===== src/rtl/rotreg_pkg.sv =====
package rotreg_pkg;
  typedef struct packed {
    logic load;
    logic step;
  } baseCmd_t;
endpackage


===== src/rtl/rotreg_ctrl.sv =====
module rotreg_ctrl
  import rotreg_pkg::*;
(
  input  logic     clk,
  input  logic     rstN,
  input  logic     advance,
  input  logic     baseWrEn,
  input  logic     stepCarry,
  output baseCmd_t cmd,
  output logic     wrapPulse
);
  // a base write wins over an advance in the same cycle
  always_comb begin
    cmd.load = baseWrEn;
    cmd.step = advance & ~baseWrEn;
  end

  always_ff @(posedge clk) begin
    if (!rstN) wrapPulse <= 1'b0;
    else       wrapPulse <= cmd.step & stepCarry;
  end

  // a pulse can only follow an accepted advance
  a_r5_pulse_cause: assert property (@(posedge clk) disable iff (!rstN)
    wrapPulse |-> $past(advance && !baseWrEn));
  // never two pulses in a row
  a_r5_single_cycle: assert property (@(posedge clk) disable iff (!rstN)
    wrapPulse |=> !wrapPulse);
  // a write edge never produces a pulse
  a_r6_no_wrap_on_load: assert property (@(posedge clk) disable iff (!rstN)
    baseWrEn |=> !wrapPulse);
endmodule


===== src/rtl/rotreg_datapath.sv =====
module rotreg_datapath
  import rotreg_pkg::*;
#(
  parameter int SPEC_W   = 6,
  parameter int NUM_SPEC = 3,
  localparam int BASE_W  = SPEC_W - 1,
  localparam int BUS_W   = SPEC_W * NUM_SPEC
) (
  input  logic              clk,
  input  logic              rstN,
  input  baseCmd_t          cmd,
  input  logic [BASE_W-1:0] wrData,
  input  logic [BUS_W-1:0]  specIn,
  output logic [BUS_W-1:0]  specOut,
  output logic              stepCarry
);
  logic [BASE_W-1:0] baseQ;
  logic [BASE_W-1:0] baseInc;

  assign {stepCarry, baseInc} = {1'b0, baseQ} + {{BASE_W{1'b0}}, 1'b1};

  always_ff @(posedge clk) begin
    if (!rstN)         baseQ <= '0;
    else if (cmd.load) baseQ <= wrData;
    else if (cmd.step) baseQ <= baseInc;
  end

  for (genvar i = 0; i < NUM_SPEC; i++) begin : g_spec
    logic [SPEC_W-1:0] specRaw;
    logic [BASE_W-1:0] slotSum;
    assign specRaw = specIn[i*SPEC_W +: SPEC_W];
    assign slotSum = specRaw[BASE_W-1:0] + baseQ;
    assign specOut[i*SPEC_W +: SPEC_W] =
      specRaw[SPEC_W-1] ? {1'b1, slotSum} : specRaw;
  end

  // an accepted step moves the base by one
  a_r4_step_increments: assert property (@(posedge clk) disable iff (!rstN)
    (cmd.step && !cmd.load) |=> baseQ == $past(baseQ) + 1'b1);
  // a load takes the written value
  a_r6_load_value: assert property (@(posedge clk) disable iff (!rstN)
    cmd.load |=> baseQ == $past(wrData));
  // idle cycles keep the base
  a_r8_hold: assert property (@(posedge clk) disable iff (!rstN)
    (!cmd.load && !cmd.step) |=> $stable(baseQ));
endmodule


===== src/rtl/rotreg_remap.sv =====
module rotreg_remap
  import rotreg_pkg::*;
#(
  parameter int SPEC_W  = 6,
  localparam int BASE_W = SPEC_W - 1
) (
  input  logic              clk,
  input  logic              rstN,
  input  logic              advance,
  input  logic              baseWrEn,
  input  logic [BASE_W-1:0] baseWrData,
  input  logic [SPEC_W-1:0] srcA,
  input  logic [SPEC_W-1:0] srcB,
  input  logic [SPEC_W-1:0] dst,
  output logic [SPEC_W-1:0] physA,
  output logic [SPEC_W-1:0] physB,
  output logic [SPEC_W-1:0] physDst,
  output logic              wrapPulse
);
  baseCmd_t            cmd;
  logic                stepCarry;
  logic [3*SPEC_W-1:0] specBus;
  logic [3*SPEC_W-1:0] physBus;

  assign specBus = {dst, srcB, srcA};
  assign {physDst, physB, physA} = physBus;

  rotreg_ctrl u_ctrl (
    .clk       (clk),
    .rstN      (rstN),
    .advance   (advance),
    .baseWrEn  (baseWrEn),
    .stepCarry (stepCarry),
    .cmd       (cmd),
    .wrapPulse (wrapPulse)
  );

  rotreg_datapath #(.SPEC_W(SPEC_W), .NUM_SPEC(3)) u_dp (
    .clk       (clk),
    .rstN      (rstN),
    .cmd       (cmd),
    .wrData    (baseWrData),
    .specIn    (specBus),
    .specOut   (physBus),
    .stepCarry (stepCarry)
  );

  // lower-half specifiers are never touched
  a_r1_low_passthru: assert property (@(posedge clk) disable iff (!rstN)
    !srcA[SPEC_W-1] |-> physA == srcA);
  // sources and destination share one base
  a_r3_same_base: assert property (@(posedge clk) disable iff (!rstN)
    (srcA == dst) |-> physA == physDst);
endmodule


===== config.mk =====
export PLATFORM = sky130hd
export DESIGN_NAME = rotreg_remap
export DESIGN_NICKNAME = d
export VERILOG_FILES = /design/src/rtl/rotreg_pkg.sv /design/src/rtl/rotreg_ctrl.sv /design/src/rtl/rotreg_datapath.sv /design/src/rtl/rotreg_remap.sv
export SDC_FILE = /design/constraint.sdc
export NUM_CORES = 1
export LEC_CHECK = 0
export ABC_AREA = 1
export BUFFER_PORTS_ARGS = -buffer_cell sky130_fd_sc_hd__buf_2
export CAP_MARGIN = 20
export CELL_PAD_IN_SITES_DETAIL_PLACEMENT = 0
export CELL_PAD_IN_SITES_GLOBAL_PLACEMENT = 2
export CORE_MARGIN = 8
export CORE_UTILIZATION = 24
export DETAILED_ROUTE_END_ITERATION = 16
export PLACE_DENSITY = 0.92
export SLEW_MARGIN = 20
export SYNTH_ARGS = -nofsm -noshare
export SYNTH_HDL_FRONTEND = slang
export SYNTH_SLANG_ARGS = --single-unit
export TNS_END_PERCENT = 100

===== constraint.sdc =====
create_clock -name clk -period 4.03 [get_ports clk]
set_input_delay 0.403 -clock clk [delete_from_list [all_inputs] [get_ports clk]]
set_output_delay 0.403 -clock clk [all_outputs]
set_load 0.01 [all_outputs]

Yosys cells after proc, flatten, opt, wreduce, memory -nomap -nowiden
Cells that the tools add are included.

word-level totals
  bits in registers = 6
  bits of input ports = 27
  output and inout port bits = 19
  logic and storage cells = 15

cells by class
  add/sub/neg operators = 4
  multiplexer cells = 5
  bitwise gates (word level) = 3
  reduce and logical (&&, ||, !) cells = 1

operators by type and width
  operator                                      number
  2-to-1 mux 6 bit                              3
  adder 5 bit                                   3
  2-to-1 mux 5 bit                              2
  adder 5 x 1 -> 6 bit (second input constant)  1
  AND 1 bit                                     2
  nonzero test 2 bit                            1
  inverter 1 bit                                1

Longest topological paths before layout
Gate-level depths: netlist of the first run.

  depth after elaboration = 4
  mapped depth = 11
  mapped depth without buffers = 11

Modules after synthesis
From an unflattened synthesis of the first run, not the netlist that was laid out.

second synthesis, totals
  cell total of the unflattened synthesis = 183
  area total of the unflattened synthesis = 1089.8 um2

by module, submodules not included
  module           instances  cells an instance  area an instance (um2)  seq. area each (um2)
  rotreg_datapath  1          176                1038.5                  100.1
  rotreg_ctrl      1          7                  51.3                    20.0

Worst setup path after synthesis of the first run
No wires, ideal clock.

  path kind = flip-flop to output port
  start = register u_dp.baseQ[0]
  end = output physDst[4]
  arrival time = 1462 ps
  required time = 3627 ps
  setup slack = 2165 ps
  stages on the path, launching flop included = 11
  path through = dfxtp_1 ha_1 inv_1 fa_1 inv_1 nand2_1 nand2_1 nand3_1 nand2_1 nand2_1 nand2_1

on the way
  longest elaborated chain between the ends = 2

ends and longest elaborated chain
  item                    RTL line               source
  from (decl)             rotreg_datapath.sv:17  logic [BASE_W-1:0] baseQ;
  from (signal assigned)  rotreg_datapath.sv:24  else if (cmd.load) baseQ <= wrData;
  from (signal assigned)  rotreg_datapath.sv:25  else if (cmd.step) baseQ <= baseInc;
  adder 5 bit             rotreg_datapath.sv:32  assign slotSum = specRaw[BASE_W-1:0] + baseQ;
  2-to-1 mux 6 bit        rotreg_datapath.sv:34  specRaw[SPEC_W-1] ? {1'b1, slotSum} : specRaw;
  to (decl)               rotreg_remap.sv:17     output logic [SPEC_W-1:0] physDst,

Every way passes these cells.

Worst setup path after layout of the first run
  start = register u_dp.baseQ[0]
  end = output physA[4]

on the way
  longest elaborated chain between the ends = 2

ends and longest elaborated chain
  item              RTL line               source
  adder 5 bit       rotreg_datapath.sv:32
  2-to-1 mux 6 bit  rotreg_datapath.sv:34
  to (decl)         rotreg_remap.sv:15     output logic [SPEC_W-1:0] physA,

Every way passes these cells.

==> impl_summary.md, run 1 <==
Global routing
The number of global-route vias before repair was 1226. Entering global routing, the biggest net connects 10 pins. The total grt overflow is 0. The number of antenna violations at the first check in global routing is 0.

In the global route stage, overall resource usage came out at 9.297%. The first global-routing pass estimated 5.133 mm of wire.

STA
The aggregate negative setup slack is 0 ns. The worst path in the final design needs a cycle of 2.368 ns, including I/O delays and setup. The number of pins with negative max-slew slack in the final report is 0. Setup violations remaining at the end of the flow were counted as 0. Headroom to the max-slew limit came out at 74.00%. The final hold violation count is 0. The worst path uses 58.76% of the clock period. Clock skew on the completed layout was measured at 0.001332 ns. The actual slew at the worst max-slew pin is 0.3895 ns. Setup repair after global routing left no endpoint under its margin.

Timing would allow up to 422.3 MHz.

Status
The run finished with clean final reports.

Setup path
The slowest stage of the critical path belongs to the cell sky130_fd_sc_hd__dfxtp_1. The startpoint type of the worst setup path is a register. At the worst endpoint, the required time is 3.63 ns. The stage delay of the slowest cell on the critical path is 0.48 ns.

For the worst setup path, the data arrival time is 1.97 ns. The highest fanout seen on the critical path is 8. The kind of critical path is register to output port. The critical path goes through ha_1 > inv_1 > fa_1 > inv_1 > nand2_1 > nand2_1 > nand3_1 > nand2_1 > nand2_1 > nand2_1 > buf_2. The critical path buffer and inverter count is 3. On the critical path the largest part of the delay comes from adder cells. The element type at the critical path end is an output port. By instance count, the cell type seen most on the critical path is sky130_fd_sc_hd__nand2_1.

CTS
The post-CTS repair timing setup buffer count is 0. Post-CTS repair changed the size of 0 cells. TritonCTS built the clock tree. The post-cts hold buffer count is 0. The root buffer cell is sky130_fd_sc_hd__clkbuf_8.

The clock transition at the registers of the reported paths is 0.04 ns. In this run, CTS created clock tree buffers numbering 3. The maximum level of the CTS H-tree is 1. The clock net sink count is 6. The clock latency on the worst-skew pair is 0.22 ns.

In this run the deepest clock path goes through 2 buffers.

Layout
The net count of the finished layout is 268. The repair_antennas step left the layout with diodes totalling 0. The fill cell total of the finished layout is 505.

The fraction of layout cells with a size suffix above 1 is 25.56%. After the flow finishes, the layout carries non-filler instances totaling 275. The library cell used most frequently in the layout, excluding fill and tap cells, is sky130_fd_sc_hd__nand2_1. The library cells used most frequently in the layout, excluding fill and tap cells, are sky130_fd_sc_hd__nand2_1 (73), sky130_fd_sc_hd__buf_2 (45), sky130_fd_sc_hd__inv_1 (26). The growth of design area from synthesis to finish is 29.79%.

Logic synthesis
In this run the mean area of a mapped cell was 5.827 sq um. Of all cell types, the one taking the most synthesized area is sky130_fd_sc_hd__nand2_1. After synthesis, flip-flops and latches occupy 11.58% of the total area.

The number of distinct library cell variants in the gate-level netlist after synthesis is 21. Synthesis produced a netlist with a net count of 221. The register bit count reported by yosys is 6. The synthesized netlist cell count is 178.

Summing every instance area after synthesis gives 1037 sq um. Ranked by total cell area, the synthesized netlist is headed by sky130_fd_sc_hd__nand2_1 (26%), sky130_fd_sc_hd__ha_1 (16%), sky130_fd_sc_hd__dfxtp_1 (12%). The total of warnings raised by yosys is 0. In this run the biggest area consumer among cell types represents 26.42% of the synthesized area.

Drt
The pre-antenna-repair detailed-routing pass consisted of 4 iterations. Dividing the detail-routed wire length by the instance count gives 11.00 microns. The number of nets with antenna violations after detailed routing is 0. The routed via count divided by cell count is 4.298. The total number of vias is 1182.

The residual DRC count is 0. Routed signal wires occupy layers up through met3. The detailed-route wire length on metal 1 is 1.353 mm. The met2 wirelength from detailed routing is 1.457 mm. The number of DRC markers in iteration 0 is 35. Wires add up to 3.026 mm.

The met3 routed wirelength is 216 microns.

Floorplan
The floorplan has 24 rows. The floorplan die height is 81.74 microns. The die covers 6681 sq um. The top-level port count is 46. From left edge to right edge, the die measures 81.74 microns.

The total area inside the core boundary comes to 4264 sq um. The starting density of the core is 24.33%.

Power
Of the total power, registers draw 24.2%. The switching power of the nets is 0.0001094 W. IR analysis of the VDD net gives a maximum drop of 0.1803 mV. In this run, the combinational gates consume 45.9% of the power. The clock network is responsible for 29.9% of the overall power. Net switching is 36.90% of the power. Summed over all cells, the static leakage comes to 0.8140 nW.

For this design the ratio of total power to cell area is 220.3 nW/um^2. The internal portion of the total power is 0.0001872 W.

Place
Input and output buffers added on the ports amount to 45. Summed over all nets, the half-perimeter wirelength after detailed placement is 2.638 mm. The final weighted congestion of routability-driven global placement is 0.7773. Including well taps, the total number of placed cells is 272.

Worst hold path
The worst hold-check path type is input port to register.

Run
The number of maximum-capacitance violations is 0.
Yosys cell counts (all sizes together):
library cell and n:
nor3 1, dfxtp 6, fa 3, buf 3, nand3b 3, or2 3, nand4 1, ha 13
nand2 76, inv 27, xor2 1, o211ai 1, o21ai 7, nor2 9, a21boi 2, a22oi 1
a21oi 4, nand3 17
worst reg2reg max path, cell delays in order (launching register included):
cell and delay [ns]:
sky130_fd_sc_hd__dfxtp_1 0.49, sky130_fd_sc_hd__ha_1 0.27, sky130_fd_sc_hd__inv_1 0.05, sky130_fd_sc_hd__nor2_1 0.10, sky130_fd_sc_hd__nand3_1 0.07, sky130_fd_sc_hd__nand3_1 0.08
sky130_fd_sc_hd__nand2_1 0.05, sky130_fd_sc_hd__inv_1 0.04
per-layer routing:
metal	GRT usage [%]	vias up
met1	10.87	500
met4	1.228	0
met2	16.50	29
met3	2.954	0
li1	-	653
met5	0	-
flip-flops by register name, indices dropped and copies added (netlist names):
signal            cells
u_ctrl.wrapPulse      1
u_dp.baseQ            5
cell families (layout without fill, tap and decap cells):
| logic type | after synthesis | count (layout) | synth area share, % |
|---|---|---|---|
| AO/OA/AOI/OAI | 15 | 15 | 8.202 |
| AND/OR/NAND/NOR | 110 | 110 | 45.96 |
| flip-flops | 6 | 6 | 11.58 |
| XOR/XNOR | 1 | 1 | 0.8445 |
| buffers and inverters | 30 | 75 | 11.94 |
| adder cells (fa/ha/maj) | 16 | 16 | 21.47 |
worst paths after layout:
path | from | end | slack, ns | cells after the start
setup reg to reg | u_dp.baseQ[1]$_SDFFE_PN0P_ | u_dp.baseQ[4]$_SDFFE_PN0P_ | 2.83 | 7
hold / removal | rstN | u_dp.baseQ[1]$_SDFFE_PN0P_ | 0.45 | 3
hold reg to reg | u_dp.baseQ[4]$_SDFFE_PN0P_ | u_ctrl.wrapPulse$_SDFF_PN0_ | 0.59 | 2
setup / recovery | u_dp.baseQ[0]$_SDFFE_PN0P_ | physA[4] | 1.66 | 11
cell type report:
type                    count  area [sq um]  area share (%)
multi-input cells         142         793.3           58.92
flip-flops and latches      6         120.1           8.922
inverters                  27         101.3           7.528
clock buffers               3         41.29           3.067
repair buffers             45         225.2           16.73
well taps                  52         65.06           4.833
per-stage QoR:
step / power (W) / instance area, sq um / util, % / hold slack, ns / worst slack [ns]
3_5_place_dp: 0.0002117 / 1305 / 30.60 / 0.6000 / 1.887
4_1_cts: 0.0003040 / 1346 / 31.57 / 0.4526 / 1.644
3_3_place_gp: 0.0002107 / 1305 / 30.60 / 0.5945 / 1.915
5_1_grt: 0.0003285 / 1346 / 31.57 / 0.4696 / 1.485
6_report: 0.0002966 / 1346 / 31.57 / 0.4541 / 1.662
2_1_floorplan: 0.0001572 / 1037 / - / 0.5006 / 2.165
power groups by stage:
stage / clock, W / sequential, W / combinational, W
3_3_place_gp: 0 / 0.0000728 / 0.000138
2_1_floorplan: 0 / 0.0000694 / 0.0000878
3_5_place_dp: 0 / 0.0000727 / 0.000139
5_1_grt: 0.0000979 / 0.0000726 / 0.000158
6_report: 0.0000888 / 0.0000718 / 0.000136
4_1_cts: 0.0000927 / 0.0000718 / 0.000140
Power figures use the tool's default switching activity.
==> inputs of run 2 (changes only) <==
Settings changed: CORE_UTILIZATION 24 to 22, PLACE_DENSITY 0.92 to 0.86.
Clock period 4.03 ns to 2.5 ns, I/O delays scaled along.
==> run 2 against run 1 <==
Compared with the run above: cell count grew 0.73%; design area up 0.19%; total power increased by 61%; highest routed layer is now met4; worst hold slack worse by 0.16 ns; global-route usage down 0.51 points; sequential cell count unchanged.
==> impl_summary.md, run 2 (synthesis results as in run 1) <==
CTS
The post-cts hold buffer count is 0. CTS built an H-tree with a depth of 1. The root buffer cell chosen for the clock tree is sky130_fd_sc_hd__clkbuf_8.

Buffers inserted during clock tree synthesis total 3. The post-CTS repair timing setup buffer count is 0. The clock tree from TritonCTS is yes. The number of gates given a new drive strength after cts is 0. Clock latency on the worst-skew pair, taken at its later pin, is 0.22 ns.

The clock transition at the registers of the reported paths is 0.03 ns. Clock tree synthesis found a total of 6 sinks. The longest clock path from root to sink contains 2 buffers.

STA
The number of pins with negative max-slew slack in the final report is 0. Subtracting the final worst setup slack from the clock period gives 2.211 ns. The aggregate negative setup slack is 0 ns.

On the final layout, the worst clock skew is 0.001653 ns. The final hold violation count is 0. The max-slew headroom at the worst pin is 75.72%.

Setup violations remaining at the end of the flow were counted as 0. Setup repair after global routing left no endpoint under its margin. Timing would allow up to 452.3 MHz. For the pin with the worst max-slew slack, the measured transition is 0.3636 ns.

The final critical-path share of the clock period is 88.44%.

Status
The run finished with clean final reports.

Layout
After routing the design area is 1349 sq um. The fill cell total of the finished layout is 531. The library cells used most frequently in the layout, excluding fill and tap cells, are sky130_fd_sc_hd__nand2_1 (73), sky130_fd_sc_hd__buf_2 (45), sky130_fd_sc_hd__inv_1 (26). The largest registers in the layout are u_dp.baseQ: 5 flops, u_ctrl.wrapPulse: 1 flops. The register with the highest flop count is u_dp.baseQ. The fraction of layout cells with a size suffix above 1 is 25.56%. The register with the most flip-flops in the layout has 5 of them. The growth of design area from synthesis to finish is 30.04%.

The most frequent standard cell in the layout excluding fill and tap cells is sky130_fd_sc_hd__nand2_1. The antenna cell count is 0. At the end of the flow, the number of nets in the layout was 268.

Setup path
STA classifies the critical path startpoint as a register. The highest fanout seen on the critical path is 8. Broken down by cell family, the worst path's largest delay share belongs to adder cells. STA puts the critical path data required time at 2.25 ns. By startpoint and endpoint, the worst setup path is classified as register to output port. The stage delay of the slowest cell on the critical path is 0.49 ns. Traced cell by cell, the critical path runs through ha_1 > inv_1 > fa_1 > inv_1 > nand2_1 > nand2_1 > nand3_1 > nand2_1 > nand2_1 > nand2_1 > buf_2.

The worst-path cell with the longest stage delay is sky130_fd_sc_hd__dfxtp_1. The element type at the critical path end is an output port. The data arrival at the endpoint of the critical path is 1.96 ns. Counting both buffers and inverters, the worst setup path holds a total of 3. The cell that appears most often on the critical path is sky130_fd_sc_hd__nand2_1.

Drt
The routed via count divided by cell count is 4.231. The residual DRC count is 0. The detailed router finished its first iteration with 35 violations.

The count of nets left with antenna violations once routing finished came out at 0. The routed layout has 1172 vias. The number of detailed-routing iterations run before antenna repair is 4.

For this block, the routed nets add up to 3.026 mm of wire. The average wire length per cell after detail routing is 10.92 microns.

Floorplan
The die outline area is 7168 sq um. From left edge to right edge, the die measures 84.67 microns. The die is 84.67 microns tall. For this configuration, the core starts out at a cell density of 22.41%.

During I/O placement, the number of pins put on the boundary was 46. After floorplanning, the core was sized to cover 4629 sq um. The initialized floorplan defines 25 standard-cell rows.

Global routing
The first global-routing pass estimated 5.237 mm of wire. The total grt overflow is 0. The number of global-route vias before repair is 1143.

The total routing usage reported by global routing is 8.787%. The largest net degree at the start of global routing is 10. The number of antenna violations at the first check in global routing was 0.

Place
The cell area reported after detailed placement is 1308 sq um. The final weighted congestion of routability-driven global placement is 0.7588. The count of port buffers added during placement is 45. The placed wire-length estimate is 2.572 mm.

Worst hold path
The worst hold path belongs to the class input port to register.

Run
The number of maximum-capacitance violations is 0.

Power
In this run the static leakage power is 0.8140 nW. IR analysis of the VDD net gives a maximum drop of 0.2053 mV. Power spread over the standard cell area amounts to 354.1 nW/um^2.
[run 2: cell counts in the layout (fill, tap and decap cells not counted)]
No cell type changed its count.
[run 2: area by class of cell]
| type | count | area [sq um] | area share, % |
|---|---|---|---|
| sequential | 6 | 120.1 | 8.905 |
| clock buffer | 3 | 41.29 | 3.061 |
| inverter | 27 | 101.3 | 7.514 |
| tap | 54 | 67.56 | 5.009 |
| multi-input combinational | 142 | 793.3 | 58.81 |
| timing repair buffer | 45 | 225.2 | 16.70 |
[run 2: layer usage]
metal / vias up / track usage [%] / routed length (microns)
li1: 649 / - / -
met1: 495 / 10.68 / 1471
met2: 26 / 14.60 / 1368
met3: 2 / 3.122 / 177
met4: 0 / 1.456 / 9
met5: - / 0 / 0
[run 2: report_power, final]
part	internal, W	switching [W]
Sequential	0.000102	0.0000136
Clock	0.000103	0.0000405
Combinational	0.0000958	0.000123
[run 2: worst paths after layout]
kind | slack [ns] | from | endpoint | depth (start not counted)
setup reg to reg | 1.28 | u_dp.baseQ[0]$_SDFFE_PN0P_ | u_dp.baseQ[4]$_SDFFE_PN0P_ | 6
setup / recovery | 0.29 | u_dp.baseQ[0]$_SDFFE_PN0P_ | physB[4] | 11
hold / removal | 0.30 | rstN | u_dp.baseQ[1]$_SDFFE_PN0P_ | 3
hold reg to reg | 0.58 | u_dp.baseQ[4]$_SDFFE_PN0P_ | u_ctrl.wrapPulse$_SDFF_PN0_ | 2
[run 2: per-stage QoR]
| step | power (W) | hold slack (ns) | cells | setup WS [ns] | utilization (%) |
|---|---|---|---|---|---|
| floorplan | 0.0002534 | 0.3476 | 178 | 0.7883 | - |
| global route | 0.0005277 | 0.3217 | 277 | 0.03483 | 29.14 |
| CTS | 0.0004877 | 0.2956 | 277 | 0.2465 | 29.14 |
| finish | 0.0004776 | 0.2962 | 277 | 0.2890 | 29.14 |
| detailed placement | 0.0003399 | 0.5235 | 274 | 0.4907 | 28.24 |
| global placement | 0.0003410 | 0.5198 | 274 | 0.5129 | 28.24 |
[run 2: worst reg2reg max path, cell delays in order, from the launching register on]
cell	delay [ns]
sky130_fd_sc_hd__dfxtp_1	0.49
sky130_fd_sc_hd__ha_1	0.26
sky130_fd_sc_hd__nand3_1	0.09
sky130_fd_sc_hd__nand3_1	0.09
sky130_fd_sc_hd__nand3_1	0.09
sky130_fd_sc_hd__nand2_1	0.07
sky130_fd_sc_hd__inv_1	0.03
